===== config.mk =====
export PLATFORM = sky130hd
export DESIGN_NAME = sync_shift_port
export DESIGN_NICKNAME = d
export VERILOG_FILES = /design/src/rtl/ssp_pkg.sv /design/src/rtl/ssp_ctrl.sv /design/src/rtl/ssp_datapath.sv /design/src/rtl/sync_shift_port.sv
export SDC_FILE = /design/constraint.sdc
export NUM_CORES = 1
export LEC_CHECK = 0
export BUFFER_PORTS_ARGS = -buffer_cell sky130_fd_sc_hd__buf_2
export CELL_PAD_IN_SITES_DETAIL_PLACEMENT = 1
export CELL_PAD_IN_SITES_GLOBAL_PLACEMENT = 2
export CORE_ASPECT_RATIO = 0.5
export CORE_UTILIZATION = 29
export CTS_BUF_LIST = sky130_fd_sc_hd__clkbuf_2
export CTS_CLUSTER_SIZE = 20
export DETAILED_ROUTE_END_ITERATION = 8
export GPL_TIMING_DRIVEN = 0
export PLACE_DENSITY = 0.86
export REMOVE_ABC_BUFFERS = 1
export SLEW_MARGIN = 20
export SYNTH_ARGS = -nofsm -noshare
export SYNTH_HDL_FRONTEND = slang
export SYNTH_SLANG_ARGS = --single-unit

===== constraint.sdc =====
create_clock -name clk -period 1.42 [get_ports clk]
set_input_delay 0.284 -clock clk [delete_from_list [all_inputs] [get_ports clk]]
set_output_delay 0.284 -clock clk [all_outputs]
set_load 0.01 [all_outputs]

===== src/rtl/ssp_pkg.sv =====
package ssp_pkg;
  // strobes from control to datapath
  typedef struct packed {
    logic load;      // capture the transmit byte
    logic shiftTx;   // advance to the next outgoing bit
    logic sampleRx;  // shift the data input in
  } sspStrobe_t;
endpackage


===== src/rtl/ssp_ctrl.sv =====
module ssp_ctrl
  import ssp_pkg::*;
#(
  parameter int DATA_W     = 8,
  parameter int PERIOD     = 12,
  parameter int HIGH_TICKS = 2
) (
  input  logic       clk,
  input  logic       rstN,
  input  logic       oscEn,
  input  logic       txWrite,
  input  logic       txDoneClear,
  input  logic       rxEnable,
  input  logic       rxFlagClear,
  output sspStrobe_t strb,
  output logic       sclkOut,
  output logic       dataOe,
  output logic       txDone,
  output logic       rxDone
);
  localparam int PH_W    = $clog2(PERIOD);
  localparam int BIT_W   = $clog2(DATA_W);
  localparam int RISE_PH = PERIOD - HIGH_TICKS;

  logic             active;
  logic             isRx;
  logic [PH_W-1:0]  phase;
  logic [BIT_W-1:0] bitCnt;

  logic startTx, startRx, tick, riseTick, endTick, lastBit, finish;

  always_comb begin
    startTx  = txWrite & ~active;
    startRx  = rxFlagClear & rxEnable & ~active & ~txWrite;
    tick     = oscEn & active;
    riseTick = tick & (phase == PH_W'(RISE_PH - 1));
    endTick  = tick & (phase == PH_W'(PERIOD - 1));
    lastBit  = (bitCnt == BIT_W'(DATA_W - 1));
    finish   = endTick & lastBit;
    strb.load     = startTx;
    strb.shiftTx  = endTick & ~isRx;
    strb.sampleRx = riseTick & isRx;
    sclkOut = ~active | (phase >= PH_W'(RISE_PH));
    dataOe  = active & ~isRx;
  end

  always_ff @(posedge clk or negedge rstN) begin
    if (!rstN) begin
      active <= 1'b0;
      isRx   <= 1'b0;
      phase  <= '0;
      bitCnt <= '0;
    end else if (startTx || startRx) begin
      active <= 1'b1;
      isRx   <= startRx;
      phase  <= '0;
      bitCnt <= '0;
    end else if (tick) begin
      if (endTick) begin
        phase  <= '0;
        bitCnt <= bitCnt + 1'b1;
        if (lastBit) active <= 1'b0;
      end else begin
        phase <= phase + 1'b1;
      end
    end
  end

  always_ff @(posedge clk or negedge rstN) begin
    if (!rstN) begin
      txDone <= 1'b0;
      rxDone <= 1'b0;
    end else begin
      if (finish && !isRx)              txDone <= 1'b1;
      else if (txDoneClear || startTx)  txDone <= 1'b0;
      if (finish && isRx)               rxDone <= 1'b1;
      else if (rxFlagClear)             rxDone <= 1'b0;
    end
  end

  assert_phase_range_R3: assert property (@(posedge clk) disable iff (!rstN)
    phase < PH_W'(PERIOD));
  assert_frozen_R9: assert property (@(posedge clk) disable iff (!rstN)
    (active && !oscEn && !txWrite && !rxFlagClear) |=> ($stable(phase) && $stable(bitCnt)));
  assert_done_at_end_R4: assert property (@(posedge clk) disable iff (!rstN)
    $rose(txDone) |-> (!active && $past(active)));
  assert_write_ignored_R7: assert property (@(posedge clk) disable iff (!rstN)
    (active && txWrite) |=> $stable(isRx));
endmodule


===== src/rtl/ssp_datapath.sv =====
module ssp_datapath
  import ssp_pkg::*;
#(
  parameter int DATA_W = 8
) (
  input  logic              clk,
  input  logic              rstN,
  input  sspStrobe_t        strb,
  input  logic [DATA_W-1:0] txData,
  input  logic              dataIn,
  output logic [DATA_W-1:0] shiftReg
);
  always_ff @(posedge clk or negedge rstN) begin
    if (!rstN)              shiftReg <= '1;
    else if (strb.load)     shiftReg <= txData;
    else if (strb.sampleRx) shiftReg <= {dataIn, shiftReg[DATA_W-1:1]};
    else if (strb.shiftTx)  shiftReg <= {1'b1, shiftReg[DATA_W-1:1]};
  end

  assert_one_strobe_R7: assert property (@(posedge clk) disable iff (!rstN)
    $onehot0({strb.load, strb.shiftTx, strb.sampleRx}));
  assert_hold_R9: assert property (@(posedge clk) disable iff (!rstN)
    (strb == '0) |=> $stable(shiftReg));
endmodule


===== src/rtl/sync_shift_port.sv =====
module sync_shift_port
  import ssp_pkg::*;
#(
  parameter int DATA_W     = 8,
  parameter int PERIOD     = 12,
  parameter int HIGH_TICKS = 2
) (
  input  logic              clk,
  input  logic              rstN,
  input  logic              oscEn,
  input  logic              txWrite,
  input  logic [DATA_W-1:0] txData,
  input  logic              txDoneClear,
  input  logic              rxEnable,
  input  logic              rxFlagClear,
  input  logic              dataIn,
  output logic              sclk,
  output logic              dataOut,
  output logic              dataOe,
  output logic              txDone,
  output logic              rxDone,
  output logic [DATA_W-1:0] rxData
);
  sspStrobe_t        strb;
  logic [DATA_W-1:0] shiftReg;

  ssp_ctrl #(.DATA_W(DATA_W), .PERIOD(PERIOD), .HIGH_TICKS(HIGH_TICKS)) uCtrl (
    .clk(clk), .rstN(rstN), .oscEn(oscEn), .txWrite(txWrite),
    .txDoneClear(txDoneClear), .rxEnable(rxEnable), .rxFlagClear(rxFlagClear),
    .strb(strb), .sclkOut(sclk), .dataOe(dataOe), .txDone(txDone), .rxDone(rxDone)
  );

  ssp_datapath #(.DATA_W(DATA_W)) uData (
    .clk(clk), .rstN(rstN), .strb(strb), .txData(txData),
    .dataIn(dataIn), .shiftReg(shiftReg)
  );

  assign dataOut = shiftReg[0] | ~dataOe;
  assign rxData  = shiftReg;

  assert_rx_released_R5: assert property (@(posedge clk) disable iff (!rstN)
    strb.sampleRx |-> !dataOe);
  assert_sample_on_rise_R6: assert property (@(posedge clk) disable iff (!rstN)
    strb.sampleRx |=> $rose(sclk));
  assert_idle_high_R1: assert property (@(posedge clk) disable iff (!rstN)
    $rose(txDone) |-> (sclk && !dataOe));
endmodule


**Word-level counts from Yosys, hierarchy flattened**

Cells that the tools add are included.
W data, S select, Z words.

- Bits in registers: 19
- Input port bits: 16
- Output and inout port bits: 13
- Word-level logic and storage cells: 60

- $add $sub $neg: 2
- Order comparisons: 1
- Eq/ne operators: 3
- Mux-type cells: 17
- Bitwise gates (word level): 17
- Reductions and logical operators: 13

Operators by type and width:

| cell | count |
|---|---|
| $mux W8 | 3 |
| $mux W4 | 3 |
| $and A1 B1 Y1 | 11 |
| $reduce_bool A2 Y1 | 5 |
| $mux W3 | 3 |
| $eq A4 B4 Y1 const B | 2 |
| $mux W1 | 8 |
| $add A4 B1 Y4 const B | 1 |
| $ge A4 B4 Y1 const B | 1 |
| $not A1 Y1 | 4 |
| $add A3 B1 Y3 const B | 1 |
| $eq A3 B3 Y1 const B | 1 |
| $reduce_and A3 Y1 | 1 |
| $reduce_bool A3 Y1 | 1 |
| $logic_and A1 B1 Y1 | 2 |
| $logic_or A1 B1 Y1 | 2 |
| $or A1 B1 Y1 | 2 |
| $reduce_and A2 Y1 | 1 |
| $logic_not A1 Y1 | 1 |

**Longest topological paths before layout**

- Depth in word-level cells: 6
- Depth in mapped cells: 6
- Depth with buffers taken out: 5

**Hierarchy**

A second synthesis with hierarchy kept.

- Cells, all modules: 104
- Area total of the unflattened synthesis: 1083.5 sq um

By module, submodules not included:

| module | times used | cells each | area an instance (sq um) | seq. area each (sq um) |
|---|---|---|---|---|
| ssp_ctrl | 1 | 64 | 624.3 | 275.3 |
| ssp_datapath | 1 | 39 | 452.9 | 210.2 |
| sync_shift_port | 1 | 1 | 6.3 | 0.0 |

**Worst setup path after synthesis**

Ideal clock, no wire load.

- Kind: reg2reg
- From: register uCtrl.phase[0]
- To: register uData.shiftReg[0]
- Library setup time: 0.075 ns
- Arrival time: 1.405 ns
- Data required time: 1.345 ns
- Path slack: -0.060 ns
- Stages on the path, launching flop included: 6
- Buffers on the path: 1
- Clock period less this slack: 1.480 ns
- Cell sequence: dfrtp_1 ha_1 mux2_2 and2_4 buf_6 o211ai_2

- Word-level cells in the longest chain between the ends: 5
- Elaborated cells between the ends (all ways): 9
- Those cells by class: 2 x eq/ne; 2 x mux; 4 x bitwise; 1 x reduce/logical

Ends and longest elaborated chain:

| element | line | source |
|---|---|---|
| from (decl) | ssp_ctrl.sv:27 | `logic [PH_W-1:0] phase;` |
| from (signal assigned) | ssp_ctrl.sv:64 | `phase <= phase + 1'b1;` |
| $eq A4 B4 Y1 | ssp_ctrl.sv:36 | `riseTick = tick & (phase == PH_W'(RISE_PH - 1));` |
| $and A1 B1 Y1 | ssp_ctrl.sv:36 |  |
| $and A1 B1 Y1 | ssp_ctrl.sv:42 | `strb.sampleRx = riseTick & isRx;` |
| $mux W8 | ssp_datapath.sv:16 | `else if (strb.sampleRx) shiftReg <= {dataIn, shiftReg[DATA_W-1:1]};` |
| $mux W8 | ssp_datapath.sv:15 | `else if (strb.load) shiftReg <= txData;` |
| to (signal assigned) | ssp_datapath.sv:15 |  |
| to (signal assigned) | ssp_datapath.sv:16 |  |
| to (signal assigned) | ssp_datapath.sv:17 | `else if (strb.shiftTx) shiftReg <= {1'b1, shiftReg[DATA_W-1:1]};` |
| to (decl) | ssp_datapath.sv:11 | `output logic [DATA_W-1:0] shiftReg` |

Parallel ways exist; a longest one is shown, timed or not.
A chain may end at the register's enable or synchronous reset.

**Worst setup path after layout**

- From: register uCtrl.phase[1]
- To: output port sclk

- Word-level cells in the longest chain between the ends: 2

Ends and longest elaborated chain:

| element | line | source |
|---|---|---|
| $ge A4 B4 Y1 | ssp_ctrl.sv:43 | `sclkOut = ~active \| (phase >= PH_W'(RISE_PH));` |
| $or A1 B1 Y1 | ssp_ctrl.sv:43 |  |
| to (decl) | sync_shift_port.sv:17 | `output logic sclk,` |

Every way passes these cells.

==> metrics <==
IO Count=29; Core Area=3530 um2; first-iteration detailed-routing DRC count=20; Total Neg Setup Slack=-1.83 ns; top cell type's share of synthesized area=25.1%; die area=roughly 4100 um2; family with the most delay on the worst path=flip-flops; CP endpoint=sclk; Max Root-Sink Buffers=2; leak pwr=0.695 nW; Max stage delay cell, worst path=dfrtp_2; CP Max Fanout=4; final core utilization=roughly 43%; WP data arrival=between 1 and 1.5 ns; Setup crit start=uCtrl.phase[1]; status=complete, but fails checks; Tmin final=roughly 1.7 ns; largest net degree at the start of global routing=20; total wire length=3280 um; Final nets=178; violated checks=negative setup slack; Post-DRT Antenna Nets=0; setup ws final=-0.242 ns; placed cell areas=1260 um2; Detailed Place HPWL=1890 um; Die X-Extent=89.0 um; Vias=1015; clk_skew=0.0164 ns; Root Driver=clkbuf_2; I/O Buffers=28; Row Count=15; Worst Setup Start Kind=flip-flop; Crit Reg-Reg Startpoint=uCtrl.phase[1]; count of cell types in the netlist=31; slew margin rel.=70.3%; Num CTS Buffers=3; starting density of the core=31.1%; CP required=1.14 ns; Mapped Area=1100 um2; global-route wire length before repair=4620 um; fin area=1530 um2; area leader, netlist=dfrtp_1; fin crit share=117%; register area share after synthesis=44.2%; clock-pin slew on the worst setup and hold paths=0.21 ns; fmax=0.602 GHz; top cells by area, synth=dfrtp_1, dfstp_2, o211ai_2, nand2_1, ha_1; # setup viols final=16; Wirelength per Cell=15.9 um; Skew-Pair Late Insertion Delay=0.34 ns; gpl congestion=0.687; R2R depth=6; Crit. End Element=output pin; ANT cells=0; max_cap viols=0; Max VDD drop=between 300 and 400 uV; Via-to-Cell Ratio=4.90; PD cells=around 1600 nW/um2; reg-to-reg setup timing slack=-0.18 ns; worst reg2reg endpoint=uData.shiftReg[6]; RSZ-0062 raised after global routing=yes; Final Hold Fails=0; clk sinks=19; GR Util All Layers=15.3%; Critical path buffers and inverters=2; peak per-stage delay on the critical path=~0.48 ns; Synth Instances=113; max-slew violation count=0; Hold Crit Class=in -> reg; total grt overflow=0; CP Class=reg -> out; layout cells sized above 1=around 56%; cells along the critical path=buf_6 -> o31ai_4 -> nand2_1 -> buf_2; Chip Height=~46 um; yosys warns=0; Syn Area/Cell=9.72 um2; number of cells on the critical path=4; # DRC=0; initial antenna violation count=0; Synth Register Bits=19; Pre-antenna DRT Iters=4; vias in the first global route=slightly below 1k; H-tree Lvls=1; total power=2.46 mW; Area growth syn-to-layout=39.4%; Worst Tran Pin Value=between 0.4 and 0.5 ns; DP Worst Slack=-0.143 ns; CTS tree=built
## routing by layer
layer	vias to the layer above	track usage [%]	routed length [um]
li1	491	-	-
met1	499	19.4	1440
met2	21	27.1	1720
met3	4	3.26	88
met4	0	4.13	36
met5	-	0	0
## what timing repair did
item                       CTS  global route
pin swaps                    7            13
hold buffers                 1             0
buffers inserted            11             4
hold endpoints to repair    11             0
setup endpoints to repair   16            18
gates resized for setup     13            21
## Yosys cell counts
cell / count
a211o_1: 1
a21o_1: 1
a21oi_1: 9
a31oi_1: 3
and2_4: 1
and2b_1: 2
and3_1: 1
and3b_1: 1
and4b_1: 1
buf_6: 3
clkbuf_1: 2
dfrtp_1: 11
dfstp_2: 8
ha_1: 5
inv_1: 4
mux2_2: 1
nand2_1: 19
nand2_4: 1
nand2b_1: 3
nand3_1: 12
nand3b_1: 2
nor2_1: 2
nor2b_1: 1
o211ai_2: 7
o21ai_0: 5
o22ai_1: 1
o2bb2ai_1: 1
o31ai_1: 1
or2_2: 1
or3_1: 2
or4b_1: 1
## flip-flops by register name, indices dropped and copies added (netlist names)
signal,flops
uCtrl.isRx,1
uCtrl.active,1
uCtrl.txDone,1
uCtrl.rxDone,1
uCtrl.phase,4
uData.shiftReg,8
uCtrl.bitCnt,3
## metrics by stage
step	hold slack [ns]	instances
detailed placement	0.256	187
CTS	0.134	203
global route	0.129	207
floorplan	-0.0116	108
global placement	0.256	187
finish	0.134	207
## tightest hold or removal path, cell delays in order
cell      delay (ns)
buf_2           0.08
nand2_1         0.05
o211ai_2        0.05
## area by class of cell
type	count	area [um2]
clock buffers	3	15.0
clock inverters	1	5.00
fillers	430	2000
inverters	4	15.0
multi-input cells	85	672
flip-flops and latches	19	490
well taps	51	63.8
repair buffers	44	270
## worst min-delay path by stage
stage | endpoint | slack (ns) | cells after the start | start
global route | uCtrl.rxDone | 0.13 | 2 | rxFlagClear
global placement | uCtrl.txDone | 0.26 | 1 | rstN
floorplan | uCtrl.active | -0.01 | 0 | rstN
CTS | uData.shiftReg[4] | 0.13 | 3 | txData[4]
finish | uData.shiftReg[4] | 0.13 | 3 | txData[4]
detailed placement | uCtrl.rxDone | 0.26 | 1 | rstN
## power breakdown
part           internal (mW)  switching, mW
Clock                 0.0638          0.191
Sequential             0.801          0.209
Combinational          0.606          0.586
Total                   1.47          0.987
## kinds of logic after synthesis
group	Yosys count	share of synthesized area (%)
AND/OR/NAND/NOR	50	24.4
AO/OA/AOI/OAI	29	19.6
flip-flops	19	44.2
buffers and inverters	9	5.12
adder cells (fa/ha/maj)	5	5.69
multiplexers	1	1.02
## layout by cell type, fill, tap and decap left out, types with 2 or more instances in the layout
cell,count
buf_2,28
nand2_1,19
buf_4,13
nand3_1,10
dfstp_2,8
a21oi_1,7
o211ai_2,7
dfrtp_1,7
dfrtp_2,4
inv_1,3
nand2b_1,3
clkbuf_2,3
nand3_4,2
o21ai_0,2
a21oi_2,2
and2b_1,2
nand3b_1,2
o21ai_1,2
a31oi_1,2
ha_1,2
ha_4,2
buf_6,2
No activity file was read; power rests on OpenSTA's default activity.
